### config.mk
export PLATFORM = sky130hd
export DESIGN_NAME = evt_unit
export DESIGN_NICKNAME = d
export VERILOG_FILES = /design/src/rtl/evt_pkg.sv /design/src/rtl/evt_flag_bank.sv /design/src/rtl/evt_irq_bank.sv /design/src/rtl/evt_wait_ctrl.sv /design/src/rtl/evt_unit.sv
export SDC_FILE = /design/constraint.sdc
export NUM_CORES = 1
export LEC_CHECK = 0
export BUFFER_PORTS_ARGS = -buffer_cell sky130_fd_sc_hd__buf_2
export CAP_MARGIN = 5
export CORE_MARGIN = 4
export CORE_UTILIZATION = 52
export CTS_BUF_LIST = sky130_fd_sc_hd__clkbuf_8
export CTS_CLUSTER_DIAMETER = 100
export DETAILED_ROUTE_END_ITERATION = 8
export HOLD_SLACK_MARGIN = 0.1
export PLACE_DENSITY = 0.84
export SYNTH_ARGS = -nofsm -noshare
export SYNTH_HDL_FRONTEND = slang
export SYNTH_SLANG_ARGS = --single-unit
### constraint.sdc
create_clock -name clk -period 2.1 [get_ports clk]
set_input_delay 0.315 -clock clk [delete_from_list [all_inputs] [get_ports clk]]
set_output_delay 0.315 -clock clk [all_outputs]
set_load 0.02 [all_outputs]
### src/rtl/evt_pkg.sv
package evt_pkg;
   typedef enum logic {
      EVT_OP_WAIT = 1'b0,
      EVT_OP_SEND = 1'b1
   } evt_op_e;

   typedef enum logic {
      WS_IDLE = 1'b0,
      WS_HOLD = 1'b1
   } wstate_e;
endpackage

### src/rtl/evt_flag_bank.sv
module evt_flag_bank #(
   parameter int NUM_EVENTS = 8,
   parameter int IDX_W      = $clog2(NUM_EVENTS)
) (
   input  logic                  clk,
   input  logic                  rst_n,
   input  logic                  set_valid,
   input  logic [IDX_W-1:0]      set_idx,
   input  logic                  clr_valid,
   input  logic [IDX_W-1:0]      clr_idx,
   output logic [NUM_EVENTS-1:0] flags
);
   for (genvar k = 0; k < NUM_EVENTS; k++) begin : g_flag
      logic set_hit;
      logic clr_hit;
      assign set_hit = set_valid && (set_idx == IDX_W'(k));
      assign clr_hit = clr_valid && (clr_idx == IDX_W'(k));
      // a host write beats a consume in the same cycle
      always_ff @(posedge clk or negedge rst_n) begin
         if (!rst_n)       flags[k] <= 1'b0;
         else if (set_hit) flags[k] <= 1'b1;
         else if (clr_hit) flags[k] <= 1'b0;
      end
   end
endmodule

### src/rtl/evt_irq_bank.sv
module evt_irq_bank #(
   parameter int NUM_EVENTS = 8,
   parameter int IDX_W      = $clog2(NUM_EVENTS)
) (
   input  logic                  clk,
   input  logic                  rst_n,
   input  logic                  send_valid,
   input  logic [IDX_W-1:0]      send_idx,
   input  logic [NUM_EVENTS-1:0] clr_mask,
   output logic [NUM_EVENTS-1:0] irq
);
   for (genvar k = 0; k < NUM_EVENTS; k++) begin : g_irq
      logic raise;
      assign raise = send_valid && (send_idx == IDX_W'(k));
      // a send beats a clear in the same cycle
      always_ff @(posedge clk or negedge rst_n) begin
         if (!rst_n)           irq[k] <= 1'b0;
         else if (raise)       irq[k] <= 1'b1;
         else if (clr_mask[k]) irq[k] <= 1'b0;
      end
   end
endmodule

### src/rtl/evt_wait_ctrl.sv
module evt_wait_ctrl
   import evt_pkg::*;
#(
   parameter int NUM_EVENTS = 8,
   parameter int IDX_W      = $clog2(NUM_EVENTS),
   parameter bit FLUSH_EN   = 1'b1
) (
   input  logic                  clk,
   input  logic                  rst_n,
   input  logic                  req_valid,
   input  evt_op_e               req_op,
   input  logic [IDX_W-1:0]      req_idx,
   input  logic                  req_inval,
   input  logic                  kill,
   input  logic [NUM_EVENTS-1:0] flags,
   output logic                  req_ready,
   output logic                  consume_valid,
   output logic [IDX_W-1:0]      consume_idx,
   output logic                  consume_inval,
   output logic                  send_valid,
   output logic                  busy,
   output logic                  flush
);
   wstate_e          state_q, state_d;
   logic [IDX_W-1:0] idx_q;
   logic             inval_q;
   logic             capture;

   assign capture = (state_q == WS_IDLE) && req_valid && (req_op == EVT_OP_WAIT) && !kill;

   always_comb begin
      state_d       = state_q;
      req_ready     = 1'b0;
      consume_valid = 1'b0;
      send_valid    = 1'b0;
      if (kill) begin
         state_d = WS_IDLE;
      end else begin
         unique case (state_q)
            WS_IDLE: begin
               if (req_valid) begin
                  if (req_op == EVT_OP_SEND) begin
                     req_ready  = 1'b1;
                     send_valid = 1'b1;
                  end else begin
                     state_d = WS_HOLD;
                  end
               end
            end
            WS_HOLD: begin
               if (flags[idx_q]) begin
                  req_ready     = 1'b1;
                  consume_valid = 1'b1;
                  state_d       = WS_IDLE;
               end
            end
            default: state_d = WS_IDLE;
         endcase
      end
   end

   always_ff @(posedge clk or negedge rst_n) begin
      if (!rst_n) begin
         state_q <= WS_IDLE;
         idx_q   <= '0;
         inval_q <= 1'b0;
      end else begin
         state_q <= state_d;
         if (capture) begin
            idx_q   <= req_idx;
            inval_q <= req_inval;
         end
      end
   end

   assign consume_idx   = idx_q;
   assign consume_inval = inval_q;
   assign busy          = (state_q == WS_HOLD);

   if (FLUSH_EN) begin : g_flush
      logic flush_q;
      always_ff @(posedge clk or negedge rst_n) begin
         if (!rst_n) flush_q <= 1'b0;
         else        flush_q <= consume_valid && inval_q;
      end
      assign flush = flush_q;
   end else begin : g_noflush
      assign flush = 1'b0;
   end
endmodule

### src/rtl/evt_unit.sv
module evt_unit
   import evt_pkg::*;
#(
   parameter int NUM_EVENTS = 8,
   parameter bit FLUSH_EN   = 1'b1,
   localparam int IDX_W     = $clog2(NUM_EVENTS)
) (
   input  logic                  clk,
   input  logic                  rst_n,
   input  logic                  host_set_valid,
   input  logic [IDX_W-1:0]      host_set_idx,
   input  logic [NUM_EVENTS-1:0] irq_clr,
   input  logic                  ch_req_valid,
   input  logic                  ch_req_op,
   input  logic [IDX_W-1:0]      ch_req_idx,
   input  logic                  ch_req_inval,
   input  logic                  ch_kill,
   output logic                  ch_req_ready,
   output logic [NUM_EVENTS-1:0] irq,
   output logic                  icache_flush
);
   if (NUM_EVENTS < 5) begin : g_bad_count
      $error("evt_unit: NUM_EVENTS must be at least 5");
   end
   if ((1 << IDX_W) != NUM_EVENTS) begin : g_bad_pow2
      $error("evt_unit: NUM_EVENTS must be a power of two");
   end

   logic [NUM_EVENTS-1:0] flags;
   logic                  wait_done;
   logic [IDX_W-1:0]      wait_idx;
   logic                  wait_inval;
   logic                  send_fire;
   logic                  busy;

   evt_wait_ctrl #(
      .NUM_EVENTS (NUM_EVENTS),
      .IDX_W      (IDX_W),
      .FLUSH_EN   (FLUSH_EN)
   ) u_ctrl (
      .clk           (clk),
      .rst_n         (rst_n),
      .req_valid     (ch_req_valid),
      .req_op        (evt_op_e'(ch_req_op)),
      .req_idx       (ch_req_idx),
      .req_inval     (ch_req_inval),
      .kill          (ch_kill),
      .flags         (flags),
      .req_ready     (ch_req_ready),
      .consume_valid (wait_done),
      .consume_idx   (wait_idx),
      .consume_inval (wait_inval),
      .send_valid    (send_fire),
      .busy          (busy),
      .flush         (icache_flush)
   );

   evt_flag_bank #(
      .NUM_EVENTS (NUM_EVENTS),
      .IDX_W      (IDX_W)
   ) u_flags (
      .clk       (clk),
      .rst_n     (rst_n),
      .set_valid (host_set_valid),
      .set_idx   (host_set_idx),
      .clr_valid (wait_done),
      .clr_idx   (wait_idx),
      .flags     (flags)
   );

   evt_irq_bank #(
      .NUM_EVENTS (NUM_EVENTS),
      .IDX_W      (IDX_W)
   ) u_irq (
      .clk        (clk),
      .rst_n      (rst_n),
      .send_valid (send_fire),
      .send_idx   (ch_req_idx),
      .clr_mask   (irq_clr),
      .irq        (irq)
   );
endmodule

==> metrics.md, run 1 <==
| Metric | Value |
|---|---|
| Status | `finished, final reports clean` |
| IO Pins | `31` |
| DR vias/cell | `about 5.3` |
| Max-slew violations | `0` |
| Worst slew pin tran | `roughly 480 ps` |
| Final worst clock skew | `just over 4 ps` |
| Final wirelength | `approximately 2.1 mm` |
| Unique masters post-synth | `21` |
| PwrDens | `811 nW/um2` |
| Max Clock Freq | `0.503 GHz` |
| Maxcap violations | `0` |
| Final Hold Fails | `0` |
| Critical path type | `reg -> out` |
| First-pass GRT wire length | `about 3.6 mm` |
| Syn nets | `roughly 110` |
| RSZ-0062 raised after global routing | `no` |
| Worst-path fanout max | `6` |
| R2r setup slk | `630 ps` |
| CP cell instances | `mux2_2, nor3b_2, nor4_2, a21o_1, buf_2` |
| Drt wl/cell | `13.7 um` |
| Fin crit share | `0.947` |
| Core ar. | `roughly 1800 um2` |
| Gr ovfl total | `0` |
| CP Buf/Inv Count | `1` |
| Final nets | `approximately 150` |
| Drt first pass iters | `4` |
| Post-synthesis instance area | `997 um2` |
| Area of the die | `2680 um2` |
| Worst VDD drop | `approximately 440 uV` |
| CP max stage cell | `dfrtp_2` |
| Post-Syn Instances | `between 90 and 100` |
| Vias | `between 800 and 900` |
| Starting Density | `0.565` |
| H-tree depth | `1` |
| DRT iter0 DRCs | `4` |
| Antenna Cells | `0` |
| Num CTS Buffers | `3` |
| Share of cells above drive strength 1 | `0.367` |
| GPL Wtd Cong | `roughly 0.8` |
| Syn_area_per_cell | `between 10 and 15 um2` |
| Gr usage total | `0.184` |
| Synth Area in Compound Gates | `0.169` |
| CP Data Required Time | `1780 ps` |
| Root buf cell | `clkbuf_8` |
| Setup TNS | `0 ps` |
| Post-synthesis mux area share | `0.0778` |
| Clock sinks | `22` |
| Final setup violation count | `0` |
| Pleak | `0.574 nW` |
| Pre-CTS WS | `224 ps` |
| Layout overhead on the synthesized area | `25.7%` |
| Main combinational cell family by area after synthesis | `compound AO/OA/AOI/OAI gates` |
| Initial antenna violation count | `0` |
| Slew HR | `0.674` |
| Adder-cell share of the synthesized area | `0` |
| Clock Latency Late Sink | `approximately 260 ps` |
| #FFs+latches synth | `22` |
| Clock buffer depth | `2` |
| Sequential share of the synthesized area | `0.552` |
| Largest net degree at the start of global routing | `23` |
| Largest stage delay, worst path | `around 450 ps` |
| CTS tree | `done` |
| DRC Markers | `0` |
| Post-Synth Simple-Gate Area | `0.152` |
| YS warnings | `0` |
| Worst hold path type | `in -> reg` |
| Final ANT Viol Nets | `0` |
| Worst setup EP type | `output port` |
| Die Ht | `just over 50 um` |
| Worst setup margin | `111 ps` |
| Crit start category | `flip-flop` |
| Std-Cell Rows | `15` |
| Die span in x | `51.8 um` |
| WP data arrival | `1670 ps` |
| Min Clock Period, post-route | `a little under 2000 ps` |
| IO Port Bufs | `30` |
| Detail Placement HPWL | `around 1.6 mm` |
| Family with the most delay on the worst path | `flip-flops` |
| Clock transition at path regs | `roughly 70 ps` |
| Vias in the first global route | `825` |
| Xor-xnor portion of the synthesized cell area | `0` |
worst register-to-register path, delay by kind of cell (launching register included):
family / cells / cell delay, ps
AND/OR/NAND/NOR: 3 / 730
flip-flops: 1 / 370
AO/OA/AOI/OAI: 1 / 260
where the power goes:
group	switching [W]	leakage, nW	internal, W
logic	0.000104	0.287	0.000118
registers	0.0000552	0.266	0.000488
clock network	0.000122	0.0216	0.000128
stage by stage:
step | power (W) | util | area [um2] | hold WS, ps | std cells
global placement | 0.000733 | 0.664 | 1170 | 292 | 146
CTS | 0.00100 | 0.694 | 1220 | 233 | 150
floorplan | 0.000679 | - | 997 | 19.4 | 92
detailed placement | 0.000743 | 0.664 | 1170 | 290 | 146
finish | 0.00102 | 0.711 | 1250 | 239 | 153
global route | 0.00109 | 0.711 | 1250 | 230 | 153
kinds of logic after synthesis:
group,after synthesis
simple gates,25
buf+inv,11
compound gates,27
mux,7
flops,22
worst paths after layout:
| path | start | end | cells after the start |
|---|---|---|---|
| setup / recovery | u_ctrl.consume_idx[1]$_DFFE_PN0P_ | ch_req_ready | 5 |
| hold / removal | irq_clr[6] | u_irq.irq[6]$_DFFE_PN0P_ | 2 |
| setup reg to reg | u_ctrl.busy$_DFF_PN0_ | u_irq.irq[4]$_DFFE_PN0P_ | 4 |
| hold reg to reg | u_flags.flags[4]$_DFFE_PN0P_ | u_flags.flags[4]$_DFFE_PN0P_ | 2 |
| max in group asynchronous | rst_n | u_ctrl.consume_idx[1]$_DFFE_PN0P_ | 2 |
| min in group asynchronous | rst_n | u_ctrl.consume_idx[2]$_DFFE_PN0P_ | 2 |
cell type report:
type | count | area, um2
Clock buffer | 3 | 41.3
Fill cell | 147 | 510
Inverter | 9 | 33.8
Multi-Input combinational cell | 59 | 408
Sequential cell | 22 | 552
Tap cell | 25 | 31.3
Timing Repair Buffer | 35 | 188
synthesized netlist by cell type:
cell type | number | area [um2]
o32ai_1 | 2 | 17.5
clkbuf_1 | 1 | 3.75
o22ai_1 | 6 | 37.5
o31ai_1 | 4 | 30.0
nor3b_1 | 3 | 22.5
nand2b_1 | 9 | 56.3
inv_1 | 9 | 33.8
nor4_2 | 1 | 12.5
nor3_1 | 1 | 5.00
or2b_1 | 1 | 7.51
dfrtp_1 | 22 | 551
o21ai_0 | 12 | 60.1
o21bai_1 | 1 | 7.51
mux2_2 | 6 | 67.6
a21o_1 | 1 | 7.51
mux2i_1 | 1 | 10.0
a2111oi_0 | 1 | 8.76
buf_6 | 1 | 11.3
nor2b_1 | 2 | 12.5
nand2_1 | 6 | 22.5
and3_1 | 2 | 12.5
sequential cells by signal, indices dropped and copies added (netlist names):
name	count
u_flags.flags	8
u_irq.irq	8
u_ctrl.consume_idx	3
u_ctrl.busy	1
u_ctrl.consume_inval	1
u_ctrl.flush	1
routing by layer:
metal,routed length [um],GRT usage,vias up
met5,0,0,-
met4,49,0.105,0
met3,102,0.0315,5
li1,-,-,402
met2,1080,0.320,23
met1,867,0.211,388
cell usage in the layout, fill, tap and decap left out, drive strengths merged, types with 2 or more instances in the layout:
master,instances
buf,33
nand2b,9
mux2,6
nand2,6
and3,2
o31ai,4
nor2b,2
inv,9
o22ai,6
clkbuf,4
nor3b,3
o21ai,12
dfrtp,22
o32ai,2
what timing repair did:
item                                   CTS  global route
setup endpoints to repair                1             1
setup buffers                            0             3
gates cloned                             0             0
resized for setup                        1             2
hold buffers                             1             0
endpoints found under the hold margin   22             0
(Power assumes the default switching activity.)
==> run 2: changes to the inputs <==
--- a/config.mk
+++ b/config.mk
@@ -8,12 +8,13 @@
 export BUFFER_PORTS_ARGS = -buffer_cell sky130_fd_sc_hd__buf_2
 export CAP_MARGIN = 5
 export CORE_MARGIN = 4
-export CORE_UTILIZATION = 52
+export CORE_UTILIZATION = 31
 export CTS_BUF_LIST = sky130_fd_sc_hd__clkbuf_8
 export CTS_CLUSTER_DIAMETER = 100
 export DETAILED_ROUTE_END_ITERATION = 8
+export GPL_TIMING_DRIVEN = 0
 export HOLD_SLACK_MARGIN = 0.1
-export PLACE_DENSITY = 0.84
+export PLACE_DENSITY = 0.56
 export SYNTH_ARGS = -nofsm -noshare
 export SYNTH_HDL_FRONTEND = slang
 export SYNTH_SLANG_ARGS = --single-unit
==> run 2 against run 1 <==
Effect of this change:
- utilization down 27 points
- die area up 56%
- clock-buffer cell count did not move
- critical path type unchanged
- critical path depth up 1
- maximum frequency is 3.2% lower
==> metrics.md, run 2 (synthesis results as in run 1) <==
| Metric | Value |
|---|---|
| IO Port Bufs | `30 (unchanged)` |
| Final wirelength | `2.14 mm (+1.6%)` |
| Num CTS Buffers | `3 (unchanged)` |
| Starting Density | `0.327 (-0.239)` |
| Final ANT Viol Nets | `0 (unchanged)` |
| Maxcap violations | `0 (unchanged)` |
| Worst setup margin | `44.7 ps (-66.0 ps)` |
| Vias in the first global route | `835 (+1.2%)` |
| Setup TNS | `0 ps (unchanged)` |
| Post-layout util | `0.439 (-0.271)` |
| Core ar. | `3050 um2 (+73%)` |
| Final setup violation count | `0 (unchanged)` |
| R2r setup slk | `580 ps (-50 ps)` |
| Commonest non-fill, non-tap cell in the layout | `buf_2` |
| Layout overhead on the synthesized area | `34.5%` |
| H-tree depth | `1 (unchanged)` |
| DRT iter0 DRCs | `28 (+24)` |
| Worst hold path type | `in -> reg` |
| Initial antenna violation count | `0 (unchanged)` |
| IO Pins | `31 (unchanged)` |
| Clock Latency Late Sink | `260 ps (about the same)` |
| Max-slew violations | `0 (unchanged)` |
| DR vias/cell | `4.68 (-12%)` |
| RSZ-0062 raised after global routing | `yes` |
| CP Data Required Time | `1780 ps (about the same)` |
| Final worst clock skew | `3.52 ps (-0.562 ps)` |
| Drt first pass iters | `4 (unchanged)` |
| Commonest non-fill, non-tap cells in the layout | `buf_2 (29), dfrtp_1 (22), o21ai_0 (12)` |
| Worst-path fanout max | `7 (+1)` |
| Drt wl/cell | `12.5 um (-9.1%)` |
| Gr usage total | `0.111 (-0.0725)` |
| PwrDens | `897 nW/um2 (+11%)` |
| First-pass GRT wire length | `3.58 mm (+0.79%)` |
| Crit start category | `flip-flop` |
| Root buf cell | `clkbuf_8` |
| Clock transition at path regs | `80 ps (about the same)` |
| Share of cells above drive strength 1 | `0.362 (-0.00498)` |
| Worst VDD drop | `276 uV (-37%)` |
| Worst slew pin tran | `615 ps (+138 ps)` |
| Status | `finished, final reports clean` |
| Antenna Cells | `0 (unchanged)` |
| Std-Cell Rows | `20 (+5)` |
| CTS tree | `done` |
| Final nets | `149 (-1.3%)` |
| Area of the die | `4190 um2 (+56%)` |
| Pleak | `0.597 nW (+4.0%)` |
| Gr ovfl total | `0 (unchanged)` |
| GPL Wtd Cong | `0.763 (-4.6%)` |
| DRC Markers | `0 (unchanged)` |
| Fin crit share | `0.979 (+0.0314)` |
| Clock sinks | `22 (unchanged)` |
| Critical path type | `reg -> out` |
| WP data arrival | `1740 ps (+70 ps)` |
| Die Ht | `64.7 um (+25%)` |
| Pre-CTS WS | `282 ps (+57.3 ps)` |
| Die span in x | `64.7 um (+25%)` |
| Largest net degree at the start of global routing | `23 (unchanged)` |
| Detail Placement HPWL | `1.60 mm (about the same)` |
| Clock buffer depth | `2 (unchanged)` |
| Worst setup EP type | `output port` |
| Worst hold slack | `220 ps (-19.7 ps)` |
| Final Hold Fails | `0 (unchanged)` |
| Vias | `801 (-2.1%)` |
| Min Clock Period, post-route | `2060 ps (+66.0 ps)` |
| Max Clock Freq | `0.487 GHz (-3.2%)` |
| Slew HR | `0.587 (-0.0868)` |
run 2: final timing paths:
path / to / start / cells after the start
hold / removal: u_irq.irq[0]$_DFFE_PN0P_ / irq_clr[0] / 2
setup / recovery: ch_req_ready / u_ctrl.consume_idx[1]$_DFFE_PN0P_ / 6
hold reg to reg: u_flags.flags[4]$_DFFE_PN0P_ / u_flags.flags[4]$_DFFE_PN0P_ / 2
max in group asynchronous: u_flags.flags[5]$_DFFE_PN0P_ / rst_n / 2
min in group asynchronous: u_ctrl.consume_inval$_DFFE_PN0P_ / rst_n / 2
setup reg to reg: u_ctrl.consume_idx[2]$_DFFE_PN0P_ / u_ctrl.busy$_DFF_PN0_ / 3
run 2: critical path, stage by stage (launching register included):
cell	delay (ps)
dfrtp_1	400
buf_6	150
mux2_4	310
nor3b_4	240
nor4_4	80
a21o_1	170
buf_6	130
run 2: power breakdown:
part / internal, W / leakage (nW) / switching (W)
clock: 0.000255 / 0.0357 / 0.000139
sequential: 0.000487 / 0.267 / 0.0000582
combinational: 0.000142 / 0.294 / 0.000123
total: 0.000883 / 0.597 / 0.000320
run 2: timing repair:
| item | 4_1_cts | 5_1_grt |
|---|---|---|
| hold buffers | 1 | 0 |
| pin swaps | 1 | 3 |
| setup endpoints to repair | 1 | 1 |
| buffers inserted | 1 | 0 |
| resized for setup | 5 | 5 |
| endpoints found under the hold margin | 22 | 0 |
run 2: layout make-up:
type                    count  area, um2
flip-flops and latches     22        551
fillers                   304       1710
multi-input cells          59        445
repair buffers             32        174
well taps                  44       55.1
clock buffers               3       41.3
plain buffers               1       11.3
inverters                   9       33.8
clock inverters             1       30.0
run 2: layer usage:
layer / routed length, um / GRT usage / vias up
li1: - / - / 395
met4: 53 / 0.0712 / 0
met2: 1040 / 0.174 / 13
met3: 57 / 0.0243 / 4
met1: 984 / 0.138 / 389
met5: 0 / 0 / -
run 2: through the flow:
step	cell area (um2)	power, W	instances
finish	1340	0.00120	171
global route	1340	0.00127	171
CTS	1320	0.00119	172
detailed placement	1200	0.000755	166
global placement	1200	0.000752	166
floorplan	997	0.000679	92
